**src/rtl/rfsh_pkg.sv**
```systemverilog
package rfsh_pkg;

    localparam int PH_W = 4;

    typedef enum logic [2:0] {
        S_IDLE,
        S_REQ,
        S_CAS,
        S_RAS,
        S_PRE
    } seq_st_t;

    typedef struct packed {
        logic [PH_W-1:0] cas_ras;
        logic [PH_W-1:0] ras_act;
        logic [PH_W-1:0] pre;
    } phase_cfg_t;

    // Down-counter preload for a phase of t cycles; zero is treated as one.
    function automatic logic [PH_W-1:0] ph_load(input logic [PH_W-1:0] t);
        return (t == '0) ? '0 : t - 1'b1;
    endfunction

endpackage

```
**src/rtl/rfsh_timer.sv**
```systemverilog
module rfsh_timer #(
    parameter int PER_W = 16
) (
    input  logic             clk,
    input  logic             por,
    input  logic             en,
    input  logic [PER_W-1:0] period,
    output logic             tick
);
    logic [PER_W-1:0] cnt;

    assign tick = en && (cnt >= period);

    always_ff @(posedge clk) begin
        if (por)       cnt <= '0;
        else if (!en)  cnt <= '0;
        else if (tick) cnt <= '0;
        else           cnt <= cnt + 1'b1;
    end
endmodule

```
**src/rtl/rfsh_pending.sv**
```systemverilog
module rfsh_pending #(
    parameter int CNT_W = 3
) (
    input  logic             clk,
    input  logic             por,
    input  logic             ext_rst,
    input  logic             tick,
    input  logic             take,
    output logic [CNT_W-1:0] pend,
    output logic             pend_nz,
    output logic             ovf
);
    localparam logic [CNT_W-1:0] MAX_PEND = {CNT_W{1'b1}};

    logic full, accept, drop;

    assign full    = (pend == MAX_PEND);
    assign accept  = tick && (!full || take);
    assign drop    = tick && full && !take;
    assign pend_nz = (pend != '0);

    always_ff @(posedge clk) begin
        if (por) begin
            pend <= '0;
        end else begin
            case ({accept, take})
                2'b10:   pend <= pend + 1'b1;
                2'b01:   pend <= pend - 1'b1;
                default: pend <= pend;
            endcase
        end
    end

    always_ff @(posedge clk) begin
        if (por)          ovf <= 1'b0;
        else if (ext_rst) ovf <= 1'b0;
        else if (drop)    ovf <= 1'b1;
    end

    // a demand arriving at a full stack is dropped and flagged
    a_r3_saturate: assert property (@(posedge clk) disable iff (por)
        (full && tick && !take && !ext_rst) |=> (pend == MAX_PEND && ovf));

    // a cycle is only ever started against a non-empty stack
    a_r7_take_nonzero: assert property (@(posedge clk) disable iff (por)
        take |-> pend_nz);

    // without timer or service events the count holds, ext_rst or not
    a_r10_count_holds: assert property (@(posedge clk) disable iff (por)
        (!tick && !take) |=> (pend == $past(pend)));

    // external reset clears the overflow flag
    a_r11_ext_clears: assert property (@(posedge clk) disable iff (por)
        ext_rst |=> !ovf);
endmodule

```
**src/rtl/rfsh_seq.sv**
```systemverilog
module rfsh_seq
    import rfsh_pkg::*;
(
    input  logic       clk,
    input  logic       por,
    input  logic       en,
    input  logic       urgent,
    input  logic       gnt,
    input  logic       pend_nz,
    input  phase_cfg_t cfg,
    output logic       take,
    output logic       bus_req,
    output logic       cas_n,
    output logic       ras_n
);
    seq_st_t         st, st_nxt;
    logic [PH_W-1:0] ph, ph_nxt;
    logic            chain_ok;

    assign chain_ok = en && gnt && !urgent && pend_nz;

    always_comb begin
        st_nxt = st;
        ph_nxt = ph;
        take   = 1'b0;
        case (st)
            S_IDLE: begin
                if (en && pend_nz) st_nxt = S_REQ;
            end
            S_REQ: begin
                if (!en) begin
                    st_nxt = S_IDLE;
                end else if (gnt) begin
                    st_nxt = S_CAS;
                    ph_nxt = ph_load(cfg.cas_ras);
                    take   = 1'b1;
                end
            end
            S_CAS: begin
                if (ph == '0) begin
                    st_nxt = S_RAS;
                    ph_nxt = ph_load(cfg.ras_act);
                end else begin
                    ph_nxt = ph - 1'b1;
                end
            end
            S_RAS: begin
                if (ph == '0) begin
                    st_nxt = S_PRE;
                    ph_nxt = ph_load(cfg.pre);
                end else begin
                    ph_nxt = ph - 1'b1;
                end
            end
            S_PRE: begin
                if (ph != '0) begin
                    ph_nxt = ph - 1'b1;
                end else if (chain_ok) begin
                    st_nxt = S_CAS;
                    ph_nxt = ph_load(cfg.cas_ras);
                    take   = 1'b1;
                end else begin
                    st_nxt = S_IDLE;
                end
            end
            default: st_nxt = S_IDLE;
        endcase
    end

    always_ff @(posedge clk) begin
        if (por) begin
            st    <= S_IDLE;
            ph    <= '0;
            cas_n <= 1'b1;
            ras_n <= 1'b1;
        end else begin
            st    <= st_nxt;
            ph    <= ph_nxt;
            cas_n <= !(st_nxt == S_CAS || st_nxt == S_RAS);
            ras_n <= (st_nxt != S_RAS);
        end
    end

    assign bus_req = (st != S_IDLE);

    // the row strobe only falls after the column strobe has been low
    a_r5_cas_first: assert property (@(posedge clk) disable iff (por)
        $fell(ras_n) |-> $past(!cas_n));

    // both strobes are released on the same edge
    a_r6_release_together: assert property (@(posedge clk) disable iff (por)
        $rose(ras_n) |-> $rose(cas_n));

    // a non-empty stack with refresh enabled raises the request
    a_r4_request: assert property (@(posedge clk) disable iff (por)
        (st == S_IDLE && en && pend_nz) |=> bus_req);

    // urgent at the end of precharge starts no further cycle
    a_r8_urgent_stops: assert property (@(posedge clk) disable iff (por)
        (st == S_PRE && ph == '0 && urgent) |=> (cas_n && !bus_req));

    // no cycle begins while refresh is disabled
    a_r9_no_start_disabled: assert property (@(posedge clk) disable iff (por)
        $fell(cas_n) |-> $past(en));
endmodule

```
**src/rtl/rfsh_sched.sv**
```systemverilog
module rfsh_sched
    import rfsh_pkg::*;
#(
    parameter int PER_W = 16,
    parameter int CNT_W = 3
) (
    input  logic             clk,
    input  logic             por,
    input  logic             ext_rst,
    input  logic             rfsh_en,
    input  logic [PER_W-1:0] period,
    input  logic [PH_W-1:0]  t_cas_ras,
    input  logic [PH_W-1:0]  t_ras,
    input  logic [PH_W-1:0]  t_pre,
    input  logic             urgent,
    input  logic             bus_gnt,
    output logic             bus_req,
    output logic             cas_n,
    output logic             ras_n,
    output logic [CNT_W-1:0] pend_cnt,
    output logic             ovf_flag
);
    logic       tick, take, pend_nz;
    phase_cfg_t cfg;

    assign cfg = '{cas_ras: t_cas_ras, ras_act: t_ras, pre: t_pre};

    rfsh_timer #(.PER_W(PER_W)) u_timer (
        .clk    (clk),
        .por    (por),
        .en     (rfsh_en),
        .period (period),
        .tick   (tick)
    );

    rfsh_pending #(.CNT_W(CNT_W)) u_pend (
        .clk     (clk),
        .por     (por),
        .ext_rst (ext_rst),
        .tick    (tick),
        .take    (take),
        .pend    (pend_cnt),
        .pend_nz (pend_nz),
        .ovf     (ovf_flag)
    );

    rfsh_seq u_seq (
        .clk     (clk),
        .por     (por),
        .en      (rfsh_en),
        .urgent  (urgent),
        .gnt     (bus_gnt),
        .pend_nz (pend_nz),
        .cfg     (cfg),
        .take    (take),
        .bus_req (bus_req),
        .cas_n   (cas_n),
        .ras_n   (ras_n)
    );
endmodule

```
**config.mk**
```make
export PLATFORM = sky130hd
export DESIGN_NAME = rfsh_sched
export DESIGN_NICKNAME = d
export VERILOG_FILES = /design/src/rtl/rfsh_pkg.sv /design/src/rtl/rfsh_timer.sv /design/src/rtl/rfsh_pending.sv /design/src/rtl/rfsh_seq.sv /design/src/rtl/rfsh_sched.sv
export SDC_FILE = /design/constraint.sdc
export NUM_CORES = 1
export LEC_CHECK = 0
export ABC_AREA = 0
export CAP_MARGIN = 5
export CORE_AREA = 2 2 82 84
export DETAILED_ROUTE_END_ITERATION = 16
export DIE_AREA = 0 0 84 86
export DONT_BUFFER_PORTS = 1
export MAX_ROUTING_LAYER = met4
export PLACE_DENSITY = 0.57
export SYNTH_ARGS = -nofsm -noshare
export SYNTH_HDL_FRONTEND = slang
export SYNTH_HIERARCHICAL = 1
export SYNTH_SLANG_ARGS = --single-unit
```
**constraint.sdc**
```tcl
create_clock -name clk -period 4 [get_ports clk]
set_clock_uncertainty 0.1 [all_clocks]
set_input_delay 0.2 -clock clk [delete_from_list [all_inputs] [get_ports clk]]
set_output_delay 0.2 -clock clk [all_outputs]
set_load 0.05 [all_outputs]
```
* After elaboration in Yosys (flattened, before gate mapping)
Index checks and enable logic that the tools add are counted.
** Cells by class
- $add $sub $neg :: 7
- Magnitude comparators :: 1
- Equal/unequal tests :: 13
- Mux-type cells :: 24
- Bitwise operators :: 1
- Reductions and logical operators :: 27
** Operators with widths (number)
- $mux 4 :: 9
- $mux 3 :: 6
- $add 16x1->16 const B :: 1
- $ge 16x16->1 :: 1
- $logic_not 4->1 :: 4
- $pmux 4 s4 :: 1
- $sub 4x1->4 const B :: 4
- $pmux 3 s5 :: 1
- $eq 3x2->1 const B :: 4
- $logic_and 1x1->1 :: 8
- $reduce_bool 4->1 :: 2
- $eq 3x3->1 const B :: 2
- $pmux 3 s2 :: 1
- $reduce_bool 3->1 :: 2
- $logic_not 1->1 :: 4
- $mux 1 :: 4
- $ne 2x2->1 const B :: 2
- $reduce_and 4->1 :: 1
- $add 3x1->3 const B :: 1
- $eq 3x1->1 const B :: 1
- $logic_not 3->1 :: 1
- $ne 3x1->1 const B :: 1
- $ne 3x2->1 const B :: 1
- $reduce_or 3->1 :: 1
- 9 further kinds :: 10
** Word-level totals
- Register bits :: 29
- Input bits :: 34
- Output and inout bits :: 7
- Logic and storage cells :: 80

* Logic depth before layout (Yosys ltp)
Gate-level depths: netlist (run 1).
- Depth in word-level cells :: 10
- Gate-level depth with buffers :: 12

* Modules after synthesis
The synthesis (run 1) kept the hierarchy.
** By module, submodules not included
- rfsh_timer :: instances 1, cells each 134, area an instance 1224.9 µm², seq. area each 320.3 µm²
- rfsh_seq :: instances 1, cells each 119, area an instance 915.9 µm², seq. area each 180.2 µm²
- rfsh_pending :: instances 1, cells each 26, area an instance 225.2 µm², seq. area each 80.1 µm²

* Least setup slack after synthesis (run 1)
No wires, ideal clock.
- Path type :: register to register
- Start point :: reg u_timer.cnt[6]
- End point :: reg u_pend.pend[2]
- Arrival time :: 2.984 ns
- Slack :: 0.846 ns
- Stages on the path, launching flop included :: 11
- Path buffers :: 0
- Clock period less this slack :: 3.154 ns
- Cell sequence :: dfxtp_1 > ha_1 > and3_1 > a221oi_1 > o221ai_2 > o31a_1 > nand2b_1 > fa_1 > or3b_1 > a31oi_1 > a21boi_1
** On the way
- Word-level cells in the longest chain between the ends :: 5
- Elaborated cells on any way between the ends :: 7
- Classes of those cells :: order compare (1); eq/ne (2); mux (1); reduce/logical (3)
** Ends and longest elaborated chain
- start, declared :: RTL line rfsh_timer.sv:10 : logic [PER_W-1:0] cnt;
- start signal, assigned :: RTL line rfsh_timer.sv:18 : else cnt <= cnt + 1'b1;
- $ge 16x16->1 (*) :: RTL line rfsh_timer.sv:12 : assign tick = en && (cnt >= period);
- $logic_and 1x1->1 (*) :: RTL line rfsh_timer.sv:12
- net tick :: RTL line rfsh_sched.sv:23 : logic tick, take, pend_nz;
- $logic_and 1x1->1 (*) :: RTL line rfsh_pending.sv:18 : assign accept = tick && (!full || take);
- $eq 2x1->1 / $eq 2x2->1 (equally long branches) :: RTL line rfsh_pending.sv:26 : case ({accept, take})
- $pmux 3 s2 / $reduce_bool 2->1 (equally long branches)
- end signal, assigned :: RTL line rfsh_pending.sv:27 : 2'b10: pend <= pend + 1'b1;
- end signal, assigned :: RTL line rfsh_pending.sv:28 : 2'b01: pend <= pend - 1'b1;
- end signal, assigned :: RTL line rfsh_pending.sv:29 : default: pend <= pend;
- end, declared :: RTL line rfsh_pending.sv:9 : output logic [CNT_W-1:0] pend,
The timed path passes the listed nets; every way through them passes the cells marked *.
A chain may end at the register's enable or synchronous reset.

* Worst setup path after layout (run 1)
- Start point :: reg u_timer.cnt[9]
- End point :: reg u_pend.pend[2]
The elaborated chain is that of the path after synthesis.

==> impl_metrics.toml, run 1 <==
[outcome]
outcome = "finished clean"

[floorplan]
rows = 29
die_area_mm2 = 0.00722
core-area_mm2 = 0.00628
ios = 41
start_util_pct = 37.7
die_y_um = 86
die_width_um = 84

[clock_network]
insertion_delay_of_the_later_clocked_pin_in_the_worst_skew_pair_ns = 0.28
post_cts_sizing_count = 0
root_driver = "sky130_fd_sc_hd__clkbuf_8"
cts_tree = "yes"
cts_buffer_depth = 2
post-cts-setup-buffers = 0
number_of_cts_inserted_buffers = 5
clk_transition_reported_paths_ns = 0.07
htreeDepth = 2
numClockSinks = 29

[global_routing]
total_routing_usage_reported_by_global_routing_pct = 15.9
wire_length_of_the_first_global_routing_pass_um = 9000
vias_in_the_first_global_route = 1938
number_of_antenna_violations_at_the_first_check_in_global_routing = 0
grt-ovfl-total = 0
grt_start_max_net_pins = 18

[placement]
dp_cells = 350
numPortBuffers = 0
place_congestion = 0.782
hpwlAfterDp_um = 4070

[sta]
report.final.setup_viol = 0
period_needed_ns = 3.34
finalCritPeriodShare_pct = 83.4
final_max_slew_viol_count = 0
final_hold_viol_count = 0
setup_repair_after_global_routing_missed_its_margin = "false"
fmax_mhz = 300
slew_headroom_pct = 33.8
final.hold.worst_slack_ns = 0.113
setup_total_negative_slack_ns = 0
worst_max_slew_pin_slew_ns = 0.990

[synth]
synth_top_family_by_area = "simple AND/OR/NAND/NOR gates"
syn-instance-count = 279
netlist_area_mm2 = 0.00237
syn_avg_cell_area_um2 = 8.48
synth_simple_gate_area_share_pct = 26.9
post_synth_mux_area_share_pct = 0.899
synth_seq_cells = 29
ys_seq_area_share_pct = 24.5
synth-warning-count = 6
post_synth_xor_area_fraction_pct = 5.13
synth-edff-count = 0
asyncSetResetFlopFracSynth_pct = 0
synth_compound_area_share_pct = 21.4
primary_flip_flop_cell_chosen_by_synthesis_mapping = "sky130_fd_sc_hd__dfxtp_1"
postSynthNetCount = 337
synthDistinctLibCells = 64
synthAdderAreaFrac_pct = 13.0

[drt]
routed_wirelength_um = 5330
vias = 2001
drt.antenna.violating_nets = 0
detail_route.vias_per_cell = 5.57
drtPass1Iterations = 4
dr.first_iter.drc_count = 69
post_detailed_route_wirelength_per_cell_um = 14.9
drc_errors = 0

[power]
power.share.clock_pct = 41.7
share_comb_of_total_power_pct = 8.8
total_switching_power_uw = 140
leakage_power_of_the_design_nw = 0.945
vdd_ir_drop_max_v = 0.000139
power-per-cell-area_mw_per_mm2 = 233
internal-power_uw = 450
netSwitchingFraction_pct = 23.7
pwr-share-seq_pct = 49.5

[cells_and_area]
non_filler_instance_count_after_layout = 359
area_delta_synth_final_pct = 6.93
multi_input_area_mm2 = 0.00159
n_antenna_cell = 0
fill_cells = 639
finish.net_count = 340
layout-drive-gt1-share_pct = 10.3
regArea_um2 = 581

[critical_path]
startpoint_type = "register"
worst_r2r_path_depth = 11
rr_endpoint = "u_pend/pend[2]"
crit_fanout = 17
path_class = "register to register"
critical_path.reg2reg.startpoint = "u_timer/cnt[9]"
cp_capture_point = "u_pend/pend[2]"
critPathLaunch = "u_timer/cnt[9]"
r2r_slack_ns = 0.66
setup.worst_path.end_class = "register"
worst-endpoint-required_ns = 4.11
critical_path_arrival_ns = 3.44

[job]
max-cap-violations = 0

[min_path]
hold_path_class = "input port to register"
[state kept, by name, summed over array words and instances, names as in the netlist]
| register | cells |
|---|---|
| u_seq/cas_n | 1 |
| u_pend/pend | 3 |
| u_seq/ph | 4 |
| u_seq/ras_n | 1 |
| u_pend/ovf | 1 |
| u_timer/cnt | 16 |
| u_seq/st | 3 |
[cells in the final DEF, fill, tap and decap left out, types with 3 or more instances in the layout]
cell type,instances
sky130_fd_sc_hd__nor2_1,15
sky130_fd_sc_hd__nand3b_1,3
sky130_fd_sc_hd__buf_4,4
sky130_fd_sc_hd__nand2b_1,6
sky130_fd_sc_hd__ha_1,23
sky130_fd_sc_hd__nor4_1,17
sky130_fd_sc_hd__a21o_1,4
sky130_fd_sc_hd__dfxtp_1,29
sky130_fd_sc_hd__o21ai_0,6
sky130_fd_sc_hd__xnor2_1,5
sky130_fd_sc_hd__o31a_1,3
sky130_fd_sc_hd__nand3_1,7
sky130_fd_sc_hd__inv_1,33
sky130_fd_sc_hd__clkbuf_8,6
sky130_fd_sc_hd__o211ai_1,4
sky130_fd_sc_hd__or3b_1,3
sky130_fd_sc_hd__nand4_1,8
sky130_fd_sc_hd__a31oi_1,4
sky130_fd_sc_hd__a21oi_1,12
sky130_fd_sc_hd__xor2_1,7
sky130_fd_sc_hd__nand2_1,12
sky130_fd_sc_hd__nor3_1,10
sky130_fd_sc_hd__and3_1,4
sky130_fd_sc_hd__nor2b_1,4
[layer usage]
metal	vias up	GRT usage (%)	part of all wire, %
li1	1037	-	-
met1	904	21.6	52
met2	51	23.0	42
met3	9	3.37	4.5
met4	0	6.01	1.9
met5	-	-	0
[timing repair]
action | 4_1_cts | 5_1_grt
setup endpoints to repair | 0 | 0
endpoints found under the hold margin | 13 | 0
hold buffers | 2 | 0
[synthesized netlist by cell type, drive strengths merged, types with 4 or more instances]
master | instances | area, µm²
nand2b | 6 | 37.5
dfxtp | 29 | 581
nor2b | 4 | 25.0
ha | 23 | 288
xnor2 | 5 | 43.8
nand4 | 8 | 50.1
o211ai | 4 | 30.0
nor3 | 10 | 50.1
nor4 | 17 | 106
xor2 | 8 | 77.6
a21o | 4 | 30.0
a31oi | 4 | 25.0
nor2 | 15 | 56.3
nand2 | 12 | 45.0
nand3 | 9 | 55.1
and3 | 4 | 25.0
o21ai | 6 | 30.0
buf | 9 | 65.1
a21oi | 12 | 60.1
inv | 33 | 124
[power groups by stage]
stage / sequential [mW] / combinational [mW] / clock (mW)
3_5_place_dp: 0.298 / 0.0480 / 0
5_1_grt: 0.292 / 0.0591 / 0.266
2_1_floorplan: 0.298 / 0.0409 / 0
3_3_place_gp: 0.298 / 0.0476 / 0
6_report: 0.292 / 0.0517 / 0.246
4_1_cts: 0.292 / 0.0521 / 0.253
[cell families after synthesis]
| family | after synthesis |
|---|---|
| adder cells (fa/ha/maj) | 24 |
| flip-flops | 29 |
| XOR/XNOR | 13 |
| AND/OR/NAND/NOR | 107 |
| AO/OA/AOI/OAI | 61 |
| multiplexers | 2 |
| buffers and inverters | 43 |
[worst min path at each step]
stage,slack [ns],cells past startpoint,startpoint,endpoint
after CTS,0.11,3,t_ras[0],u_seq/ph[0]
after detailed placement,0.17,1,por,u_seq/ph[3]
after global routing,0.15,3,t_cas_ras[0],u_seq/ph[0]
final,0.11,3,t_ras[0],u_seq/ph[0]
after floorplan,0.16,1,por,u_seq/ph[3]
after global placement,0.17,1,por,u_seq/ph[3]
[area by class of cell]
type	count	area share, %
multi-input cells	207	63.0
flip-flops and latches	29	22.9
well taps	77	3.81
repair buffers	6	1.98
inverters	33	4.90
clock buffers	7	3.41
[through the flow]
step                power (mW)  setup WS, ns  instance area, µm²  util, %
global route             0.617         0.458                2530     40.3
finish                   0.589         0.663                2530     40.3
global placement         0.346         0.739                2420     38.6
detailed placement       0.346         0.692                2420     38.6
floorplan                0.339         0.846                2370        -
CTS                      0.597         0.668                2530     40.3
[worst max-delay path, stage by stage (launching register included)]
cell	delay, ns
sky130_fd_sc_hd__dfxtp_1	0.45
sky130_fd_sc_hd__ha_1	0.29
sky130_fd_sc_hd__a21oi_1	0.14
sky130_fd_sc_hd__nor2_1	0.06
sky130_fd_sc_hd__a311o_1	0.34
sky130_fd_sc_hd__buf_4	0.20
sky130_fd_sc_hd__o31a_1	0.34
sky130_fd_sc_hd__nand2b_1	0.23
sky130_fd_sc_hd__fa_1	0.41
sky130_fd_sc_hd__or3b_1	0.37
sky130_fd_sc_hd__a31oi_1	0.16
sky130_fd_sc_hd__a21boi_1	0.18
Note: power is estimated with default switching activity, not from simulation.
==> inputs of run 2 (changes only) <==
==> constraint.sdc (replaced) <==
create_clock -name clk -period 3.5 [get_ports clk]
set_clock_uncertainty 0.1 [all_clocks]
set_input_delay 0.175 -clock clk [delete_from_list [all_inputs] [get_ports clk]]
set_output_delay 0.175 -clock clk [all_outputs]
set_load 0.05 [all_outputs]
==> run 2 against run 1 <==
  * Non-clock buffer count increased by 3
  * Sequential cell count did not move
  * Global-route usage down 0.48 points
  * Sequential power grew 14%
  * Register-to-register slack worse by 0.38 ns
  * Critical path type unchanged
  * Largest cell class unchanged
  * Highest routed layer unchanged
==> impl_metrics.toml, run 2 (same netlist as run 1, synthesis figures left out) <==
[outcome]
outcome = "finished clean"

[cells_and_area]
max_ffs_per_register = 16
layout-drive-gt1-share_pct = 11.9
final_non_filler_cell_area_mm2 = 0.00257
area_delta_synth_final_pct = 8.51
largest_regs = "u_timer/cnt x16, u_seq/ph x4"
regArea_um2 = 581
non_filler_instance_count_after_layout = 363
n_antenna_cell = 0
finish.net_count = 343
layout.cells.most_common = "sky130_fd_sc_hd__inv_1"
commonest_cells_after_routing_fill_and_taps_aside = "sky130_fd_sc_hd__inv_1 (33), sky130_fd_sc_hd__dfxtp_1 (29), sky130_fd_sc_hd__ha_1 (23), sky130_fd_sc_hd__nor4_1 (17), sky130_fd_sc_hd__nor2_1 (15)"
top_register = "u_timer/cnt"
fill_cells = 644
multi_input_area_mm2 = 0.00159
final_util_pct = 40.9

[sta]
period_needed_ns = 3.22
finalCritPeriodShare_pct = 92.1
setup_total_negative_slack_ns = 0
worst_max_slew_pin_slew_ns = 0.615
report.final.setup_viol = 0
final_max_slew_viol_count = 0
fmax_mhz = 310
final.hold.worst_slack_ns = 0.0918
final.setup.worst_slack_ns = 0.278
setup_repair_after_global_routing_missed_its_margin = "false"
final_hold_viol_count = 0
slew_headroom_pct = 58.9

[critical_path]
timing.critical_path.cells = "ha_1 > and3_1 > a221oi_1 > o221ai_2 > o31a_1 > nand2b_1 > fa_1 > or3b_1 > a31oi_1 > a21boi_1"
startpoint_type = "register"
worst_r2r_path_depth = 10
crit_fanout = 6
critical_path.reg2reg.startpoint = "u_timer/cnt[6]"
timing.critical_path.slowest_stage_cell = "sky130_fd_sc_hd__dfxtp_1"
r2r_slack_ns = 0.28
cp_slowest_stage_delay_ns = 0.43
path_class = "register to register"
rr_endpoint = "u_pend/pend[2]"
critical_path_arrival_ns = 3.34
setup.worst_path.end_class = "register"
worst-endpoint-required_ns = 3.62

[floorplan]
die_y_um = 86
die_area_mm2 = 0.00722
core-area_mm2 = 0.00628
die_width_um = 84
start_util_pct = 37.7
ios = 41
rows = 29

[min_path]
holdCritStartpoint = "t_ras[0]"
hold_path_class = "input port to register"
hold_end = "u_seq/ph[0]"
hold_depth = 3

[global_routing]
wire_length_of_the_first_global_routing_pass_um = 8690
grt-ovfl-total = 0
vias_in_the_first_global_route = 1890
total_routing_usage_reported_by_global_routing_pct = 15.4
number_of_antenna_violations_at_the_first_check_in_global_routing = 0
grt_start_max_net_pins = 17

[power]
power-per-cell-area_mw_per_mm2 = 273
pwr-share-seq_pct = 47.5
total_switching_power_uw = 165
netSwitchingFraction_pct = 23.5
vdd_ir_drop_max_v = 0.000165
leakage_power_of_the_design_nw = 0.970
internal-power_uw = 536
power.share.clock_pct = 43.9
share_comb_of_total_power_pct = 8.5
fin_total_pwr_uw = 701

[drt]
routed_wirelength_um = 5240
detail_route.vias_per_cell = 5.57
drtPass1Iterations = 4
post_detailed_route_wirelength_per_cell_um = 14.4
dr.first_iter.drc_count = 73
drt.antenna.violating_nets = 0
drc_errors = 0
vias = 2023

[clock_network]
post_cts_sizing_count = 0
clk_transition_reported_paths_ns = 0.07
number_of_cts_inserted_buffers = 5
post-cts-setup-buffers = 0
root_driver = "sky130_fd_sc_hd__clkbuf_8"
numClockSinks = 29
cts_tree = "yes"
cts_buffer_depth = 2
cts-hold-fix-buffers = 2
htreeDepth = 2
insertion_delay_of_the_later_clocked_pin_in_the_worst_skew_pair_ns = 0.28

[placement]
numPortBuffers = 0
hpwlAfterDp_um = 4100
place_ws_ns = 0.286
detailed_place.area_mm2 = 0.00245
place_congestion = 0.776
dp_cells = 353

[job]
max-cap-violations = 0
run 2: cell types whose count changed in the layout (fill, tap and decap cells not counted), sizes merged:
cell / before / now
buf: 4 / 7
clkinv: 0 / 1
run 2: worst max path at each step:
stage | start | to | slack, ns | cells past startpoint
6_report | u_timer/cnt[6] | u_pend/pend[2] | 0.28 | 10
5_1_grt | u_timer/cnt[0] | u_pend/pend[2] | 0.03 | 11
4_1_cts | u_timer/cnt[6] | u_pend/pend[2] | 0.26 | 10
3_5_place_dp | u_timer/cnt[6] | u_pend/pend[2] | 0.29 | 10
3_3_place_gp | u_timer/cnt[6] | u_pend/pend[2] | 0.29 | 10
2_1_floorplan | u_timer/cnt[6] | u_pend/pend[2] | 0.35 | 10
run 2: routing by layer:
layer	wire length (µm)	GRT usage (%)	vias up	share of wire, %
met5	0	-	-	0
met4	38	4.84	0	0.73
met3	166	3.66	4	3.2
met2	2290	22.8	33	44
met1	2750	20.8	939	52
li1	-	-	1047	-
run 2: critical path: cells and delay by family, from the launching register on:
kind | cells | cell delay, ns
AO/OA/AOI/OAI | 5 | 1.16
flip-flops | 1 | 0.43
adder cells (fa/ha/maj) | 2 | 0.69
AND/OR/NAND/NOR | 3 | 0.80
run 2: power by group through the flow:
stage | sequential [mW] | combinational [mW] | clock (mW)
floorplan | 0.340 | 0.0468 | 0
global route | 0.333 | 0.0680 | 0.329
finish | 0.333 | 0.0598 | 0.308
detailed placement | 0.341 | 0.0559 | 0
CTS | 0.333 | 0.0607 | 0.315
global placement | 0.341 | 0.0553 | 0
run 2: area by class of cell:
cell class,instances,share of cell area (%)
Sequential cell,29,22.6
Inverter,33,4.82
Tap cell,77,3.75
Clock inverter,1,0.195
Timing Repair Buffer,9,2.83
Multi-Input combinational cell,207,62.0
Clock buffer,7,3.75
